**src/rtl/rep_reg_bank_pkg.sv**
```systemverilog
package rep_reg_bank_pkg;
  // Position of the broadcast flag inside the selector word.
  localparam int unsigned BCAST_BIT = 31;

  // Kind of target an access offset decodes to.
  typedef enum logic [1:0] {
    ACC_NONE = 2'd0,
    ACC_REP  = 2'd1,
    ACC_SEL  = 2'd2
  } acc_kind_e;
endpackage

```
**src/rtl/rrb_selector.sv**
```systemverilog
module rrb_selector #(
  parameter int unsigned STEER_W = 3
) (
  input  logic               clk,
  input  logic               rst_n,
  input  logic               load,
  input  logic               bcast_in,
  input  logic [STEER_W-1:0] idx_in,
  output logic               bcast_o,
  output logic [STEER_W-1:0] idx_o
);
  logic               bcast_d;
  logic [STEER_W-1:0] idx_d;

  always_comb begin
    bcast_d = bcast_o;
    idx_d   = idx_o;
    if (load) begin
      bcast_d = bcast_in;
      idx_d   = idx_in;
    end
  end

  always_ff @(posedge clk or negedge rst_n) begin
    if (!rst_n) begin
      bcast_o <= 1'b0;
      idx_o   <= '0;
    end else begin
      bcast_o <= bcast_d;
      idx_o   <= idx_d;
    end
  end
endmodule

```
**src/rtl/rrb_unit_copy.sv**
```systemverilog
module rrb_unit_copy #(
  parameter int unsigned NUM_REGS = 4,
  parameter int unsigned DATA_W   = 32,
  localparam int unsigned RIDX_W  = (NUM_REGS > 1) ? $clog2(NUM_REGS) : 1
) (
  input  logic                       clk,
  input  logic                       rst_n,
  input  logic                       wr_en,
  input  logic [RIDX_W-1:0]          widx,
  input  logic [DATA_W-1:0]          wdata,
  output logic [NUM_REGS*DATA_W-1:0] regs_o
);
  for (genvar r = 0; r < NUM_REGS; r++) begin : g_reg
    logic              ld;
    logic [DATA_W-1:0] q;
    logic [DATA_W-1:0] d;

    assign ld = wr_en && (widx == RIDX_W'(r));

    always_comb begin
      d = q;
      if (ld) d = wdata;
    end

    always_ff @(posedge clk or negedge rst_n) begin
      if (!rst_n) q <= '0;
      else        q <= d;
    end

    assign regs_o[r*DATA_W +: DATA_W] = q;
  end
endmodule

```
**src/rtl/rrb_read_path.sv**
```systemverilog
module rrb_read_path
  import rep_reg_bank_pkg::*;
#(
  parameter int unsigned NUM_UNITS = 6,
  parameter int unsigned NUM_REGS  = 4,
  parameter int unsigned DATA_W    = 32,
  parameter int unsigned STEER_W   = 3,
  localparam int unsigned RIDX_W   = (NUM_REGS > 1) ? $clog2(NUM_REGS) : 1,
  localparam int unsigned ALL_W    = NUM_UNITS * NUM_REGS * DATA_W
) (
  input  logic               clk,
  input  logic               rst_n,
  input  logic               rd_en,
  input  acc_kind_e          kind,
  input  logic [RIDX_W-1:0]  ridx,
  input  logic               bcast,
  input  logic [STEER_W-1:0] idx,
  input  logic [NUM_UNITS-1:0] live,
  input  logic [ALL_W-1:0]   all_regs,
  output logic [DATA_W-1:0]  rd_data
);
  logic [DATA_W-1:0] picked;
  logic              hit;
  logic [DATA_W-1:0] sel_word;
  logic [DATA_W-1:0] rd_d;

  // Choose the steered copy; an index with no matching unit leaves hit low.
  always_comb begin
    picked = '0;
    hit    = 1'b0;
    for (int u = 0; u < NUM_UNITS; u++) begin
      if (idx == STEER_W'(u)) begin
        hit    = live[u];
        picked = all_regs[(u*NUM_REGS + int'(ridx))*DATA_W +: DATA_W];
      end
    end
  end

  always_comb begin
    sel_word                   = '0;
    sel_word[BCAST_BIT]        = bcast;
    sel_word[STEER_W-1:0]      = idx;
  end

  always_comb begin
    rd_d = rd_data;
    if (rd_en) begin
      unique case (kind)
        ACC_SEL: rd_d = sel_word;
        ACC_REP: rd_d = hit ? picked : '0;
        default: rd_d = '0;
      endcase
    end
  end

  always_ff @(posedge clk or negedge rst_n) begin
    if (!rst_n) rd_data <= '0;
    else        rd_data <= rd_d;
  end
endmodule

```
**src/rtl/rep_reg_bank.sv**
```systemverilog
module rep_reg_bank
  import rep_reg_bank_pkg::*;
#(
  parameter int unsigned NUM_UNITS = 6,
  parameter int unsigned NUM_REGS  = 4,
  parameter int unsigned DATA_W    = 32,
  parameter int unsigned ADDR_W    = 3,
  parameter int unsigned STEER_W   = 3,
  localparam int unsigned RIDX_W   = (NUM_REGS > 1) ? $clog2(NUM_REGS) : 1,
  localparam int unsigned ALL_W    = NUM_UNITS * NUM_REGS * DATA_W
) (
  input  logic                 clk,
  input  logic                 rst_n,
  input  logic [ADDR_W-1:0]    addr,
  input  logic                 wr_en,
  input  logic [DATA_W-1:0]    wr_data,
  input  logic                 rd_en,
  output logic [DATA_W-1:0]    rd_data,
  input  logic [NUM_UNITS-1:0] fuse_off,
  input  logic [NUM_UNITS-1:0] pwr_gated,
  output logic [ALL_W-1:0]     unit_regs
);
  acc_kind_e            kind;
  logic [RIDX_W-1:0]    ridx;
  logic                 sel_mc;
  logic [STEER_W-1:0]   sel_idx;
  logic [NUM_UNITS-1:0] live;
  logic [NUM_UNITS-1:0] unit_we;

  // Offset decode: replicated block first, selector right after it.
  always_comb begin
    if (addr < ADDR_W'(NUM_REGS))       kind = ACC_REP;
    else if (addr == ADDR_W'(NUM_REGS)) kind = ACC_SEL;
    else                                kind = ACC_NONE;
    ridx = RIDX_W'(addr);
  end

  assign live = ~(fuse_off | pwr_gated);

  rrb_selector #(.STEER_W(STEER_W)) sel_i (
    .clk      (clk),
    .rst_n    (rst_n),
    .load     (wr_en && (kind == ACC_SEL)),
    .bcast_in (wr_data[BCAST_BIT]),
    .idx_in   (wr_data[STEER_W-1:0]),
    .bcast_o  (sel_mc),
    .idx_o    (sel_idx)
  );

  for (genvar u = 0; u < NUM_UNITS; u++) begin : g_unit
    logic aimed;
    assign aimed      = sel_mc || (sel_idx == STEER_W'(u));
    assign unit_we[u] = wr_en && (kind == ACC_REP) && aimed && live[u];

    rrb_unit_copy #(.NUM_REGS(NUM_REGS), .DATA_W(DATA_W)) copy_i (
      .clk    (clk),
      .rst_n  (rst_n),
      .wr_en  (unit_we[u]),
      .widx   (ridx),
      .wdata  (wr_data),
      .regs_o (unit_regs[u*NUM_REGS*DATA_W +: NUM_REGS*DATA_W])
    );
  end

  rrb_read_path #(
    .NUM_UNITS(NUM_UNITS), .NUM_REGS(NUM_REGS),
    .DATA_W(DATA_W), .STEER_W(STEER_W)
  ) rd_i (
    .clk      (clk),
    .rst_n    (rst_n),
    .rd_en    (rd_en),
    .kind     (kind),
    .ridx     (ridx),
    .bcast    (sel_mc),
    .idx      (sel_idx),
    .live     (live),
    .all_regs (unit_regs),
    .rd_data  (rd_data)
  );
endmodule

```
**config.mk**
```make
export PLATFORM = sky130hd
export DESIGN_NAME = rep_reg_bank
export DESIGN_NICKNAME = d
export VERILOG_FILES = /design/src/rtl/rep_reg_bank_pkg.sv /design/src/rtl/rrb_selector.sv /design/src/rtl/rrb_unit_copy.sv /design/src/rtl/rrb_read_path.sv /design/src/rtl/rep_reg_bank.sv
export SDC_FILE = /design/constraint.sdc
export NUM_CORES = 1
export LEC_CHECK = 0
export ABC_AREA = 1
export BUFFER_PORTS_ARGS = -buffer_cell sky130_fd_sc_hd__buf_4
export CAP_MARGIN = 20
export CORE_AREA = 2 2 330 332
export DETAILED_ROUTE_END_ITERATION = 16
export DIE_AREA = 0 0 332 334
export PLACE_DENSITY = 0.59
export SLEW_MARGIN = 20
export SYNTH_ARGS = -nofsm -noshare
export SYNTH_HDL_FRONTEND = slang
export SYNTH_SLANG_ARGS = --single-unit
```
**constraint.sdc**
```tcl
create_clock -name clk -period 3 [get_ports clk]
set_input_delay 0.15 -clock clk [delete_from_list [all_inputs] [get_ports clk]]
set_output_delay 0.15 -clock clk [all_outputs]
set_load 0.05 [all_outputs]
```
==> out/qor.json <==
{
  "finalCriticalPeriod_ps": 2740,
  "vias": 33757,
  "finalWirelength_um": 169000,
  "async_flop_share_pct": 100,
  "gr-total-overflow": 0,
  "clk_root_buffer_cell": "clkbuf_16",
  "critPathCaptureType": "flip-flop",
  "p_leak_uw": 0.0232,
  "nFillCells": 10759,
  "max_freq_mhz": 364,
  "pin_count": 851,
  "critical_path.most_common_cell": "nand2_1",
  "critPathMaxFanout": 26,
  "worst-slew-pin-transition_ps": 1160,
  "floorplan.die_area_mm2": 0.111,
  "numPortBuffers": 850,
  "post_cts_buffers": 0,
  "finalHoldViolCount": 0,
  "dp_hpwl_um": 121000,
  "ctsLongestPathBuffers": 3,
  "sum_of_internal_switching_and_leakage_power_uw": 41200,
  "synth-seq-area-share_pct": 57.5,
  "ant_nets": 0,
  "cts_made_buffers": 93,
  "fp-row-count": 121,
  "finalCritPeriodShare_pct": 91.5,
  "ff_latch_area_mm2": 0.0201,
  "cts_tree": "built",
  "cell_with_the_largest_stage_delay_on_the_worst_path": "dfrtp_1",
  "final.setup_skew_ps": 32.9,
  "count_of_different_cell_masters_after_synthesis": 39,
  "htreeDepth": 3,
  "commonest_cells_after_routing_fill_and_taps_aside": "nand2_1 (1248), buf_4 (929), dfrtp_1 (804)",
  "final-max-slew-violation-count": 0,
  "min-delay-path-class": "input port to flip-flop",
  "synth_cells": 4099,
  "grt_pass1_vias": 31899,
  "die_x_um": 332,
  "clkTransAtPathRegs_ps": 60,
  "grt_antenna_before_repair": 4,
  "rsz0062_at_grt": "no",
  "final_net_count": 4896,
  "layout.cells.most_common": "nand2_1",
  "ctsResizeCount": 0,
  "synth_enable_flop_cells": 0,
  "place_congestion": 0.894,
  "detail_route.iter0.violations": 3103,
  "cts_hold_bufs": 8,
  "powerDensity_mw_per_mm2": 888,
  "worstPathBufferInverterCount": 2,
  "synth.avg_cell_area_um2": 8.53,
  "wl_per_cell_um": 26.7,
  "wire_length_of_the_first_global_routing_pass_um": 239000,
  "coreArea_mm2": 0.108,
  "ys_warn_count": 0,
  "drc": 0,
  "gr-usage-all-layers_pct": 29.6,
  "report.final.setup_viol": 0,
  "worstSetupStartpointType": "flip-flop",
  "multiInputGateArea_mm2": 0.0130,
  "maximum_number_of_pins_on_one_net_before_global_route_repair": 93,
  "finalSetupTns_ps": 0,
  "pre_cts_ws_ps": 179,
  "share_of_cells_above_drive_strength_1_pct": 24.5,
  "fp.dieH_um": 334,
  "status": "complete, no violations",
  "commonest_register_cell_after_synthesis": "dfrtp_1",
  "arrival_worst_endpoint_ps": 3350,
  "synth-seq-cells": 804,
  "post-route-worst-setup-slack_ps": 255,
  "timing.slew.headroom_pct": 22.4,
  "timing.critical_path.max_delay_family": "simple AND/OR/NAND/NOR gates",
  "worstSetupPathType": "flip-flop to flip-flop",
  "initial_utilization_pct": 32.5,
  "dr.pass1.iters": 6,
  "ir_worst_vdd_uv": 425,
  "flow.area_growth_from_synthesis_pct": 32.6,
  "syn-cell-area_mm2": 0.0350,
  "drt-vias-per-instance": 5.32,
  "cap_violations": 0,
  "clock_latency_of_the_later_clocked_register_in_the_worst_skew_pair_ps": 690,
  "synth.net_count": 4150,
  "tritoncts_num_sinks": 804,
  "critPathMaxStageDelay_ps": 520,
  "critical_path_required_ps": 3600,
  "cp_cell_sequence": "nand3_2 -> inv_1 -> buf_4 -> nand2_1 -> nand2_1 -> nand2_1 -> nand3_4 -> nor2_1 -> nand2_1 -> nand2_1"
}
==> layout make-up <==
cell class	instances	area share [%]
inverters	149	1.21
diodes	4	0.0216
clock inverters	40	1.07
clock buffers	132	5.90
repair buffers	972	16.6
well taps	1414	3.81
multi-input cells	2825	28.0
flip-flops and latches	804	43.4
==> per-stage QoR <==
| stage | util (%) | instance area (um2) | instances | hold slack, ps |
|---|---|---|---|---|
| finish | 43.0 | 46400 | 6340 | 35.2 |
| global placement | 39.9 | 43000 | 6151 | 202 |
| global route | 43.0 | 46400 | 6337 | 30.7 |
| CTS | 43.0 | 46300 | 6332 | 5.52 |
| detailed placement | 39.9 | 43000 | 6152 | 192 |
| floorplan | - | 35000 | 4099 | -146 |
==> worst register-to-register path: stages (launching register included) <==
cell	delay, ps
dfrtp_1	520
nand3_2	410
inv_1	120
buf_4	220
nand2_1	90
nand2_1	70
nand2_1	130
nand3_4	440
nor2_1	520
nand2_1	100
nand2_1	60
==> routing by layer <==
| layer | vias to the layer above | GRT usage [%] | part of all wire, % |
|---|---|---|---|
| li1 | 15083 | - | - |
| met3 | 369 | 7.13 | 8.1 |
| met5 | - | 0 | 0.0059 |
| met2 | 1683 | 49.0 | 47 |
| met1 | 16620 | 36.4 | 39 |
| met4 | 2 | 13.9 | 5.6 |
==> power breakdown <==
part	switching [uW]	total (uW)	leakage, uW	internal, uW
Sequential	1960	14600	0.0108	12700
Combinational	10700	14500	0.0107	3780
Clock	4900	12100	0.00159	7220
==> Yosys cell counts, drive strengths merged, types with 23 or more instances <==
library cell,instances,area share [%]
o31ai,27,0.58
or2,30,0.54
nand2,1264,14
dfrtp,804,58
o21ai,847,12
inv,149,1.6
nor3,40,0.60
nor2,312,3.5
buf,111,1.7
a21oi,23,0.33
o22ai,179,3.2
nand3,36,0.95
nand4,33,0.59
clkbuf,210,2.3
==> cells by family (layout without fill, tap and decap cells) <==
family                 Yosys count  count (layout)  synth area share [%]
AOI/OAI and AO/OA             1097            1097                  16.8
buffers and inverters          470            1293                  5.58
DFF                            804             804                  57.5
muxes                            3               3                0.0858
other                            0               4                     0
and+or+nand+nor               1725            1725                  20.1
==> worst paths after layout <==
check                      slack [ps]                               to             start  depth (start not counted)
max                               260                 rd_i.rd_data[18]    sel_i.idx_o[1]                         10
min                                40  g_unit[5].copy_i.g_reg[3].q[31]       wr_data[31]                          4
max reg2reg                       260                 rd_i.rd_data[18]    sel_i.idx_o[1]                         10
min reg2reg                       490                 rd_i.rd_data[23]  rd_i.rd_data[23]                          2
max in group asynchronous        1810  g_unit[3].copy_i.g_reg[0].q[18]             rst_n                          3
min in group asynchronous          70   g_unit[2].copy_i.g_reg[1].q[8]             rst_n                          2
==> sequential cells by signal (all words and copies together) (netlist names) <==
register,count
g_unit.copy_i.g.q,768
rd_i.rd_data,32
sel_i.bcast_o,1
sel_i.idx_o,3
No activity file was read; power rests on OpenSTA's default activity.
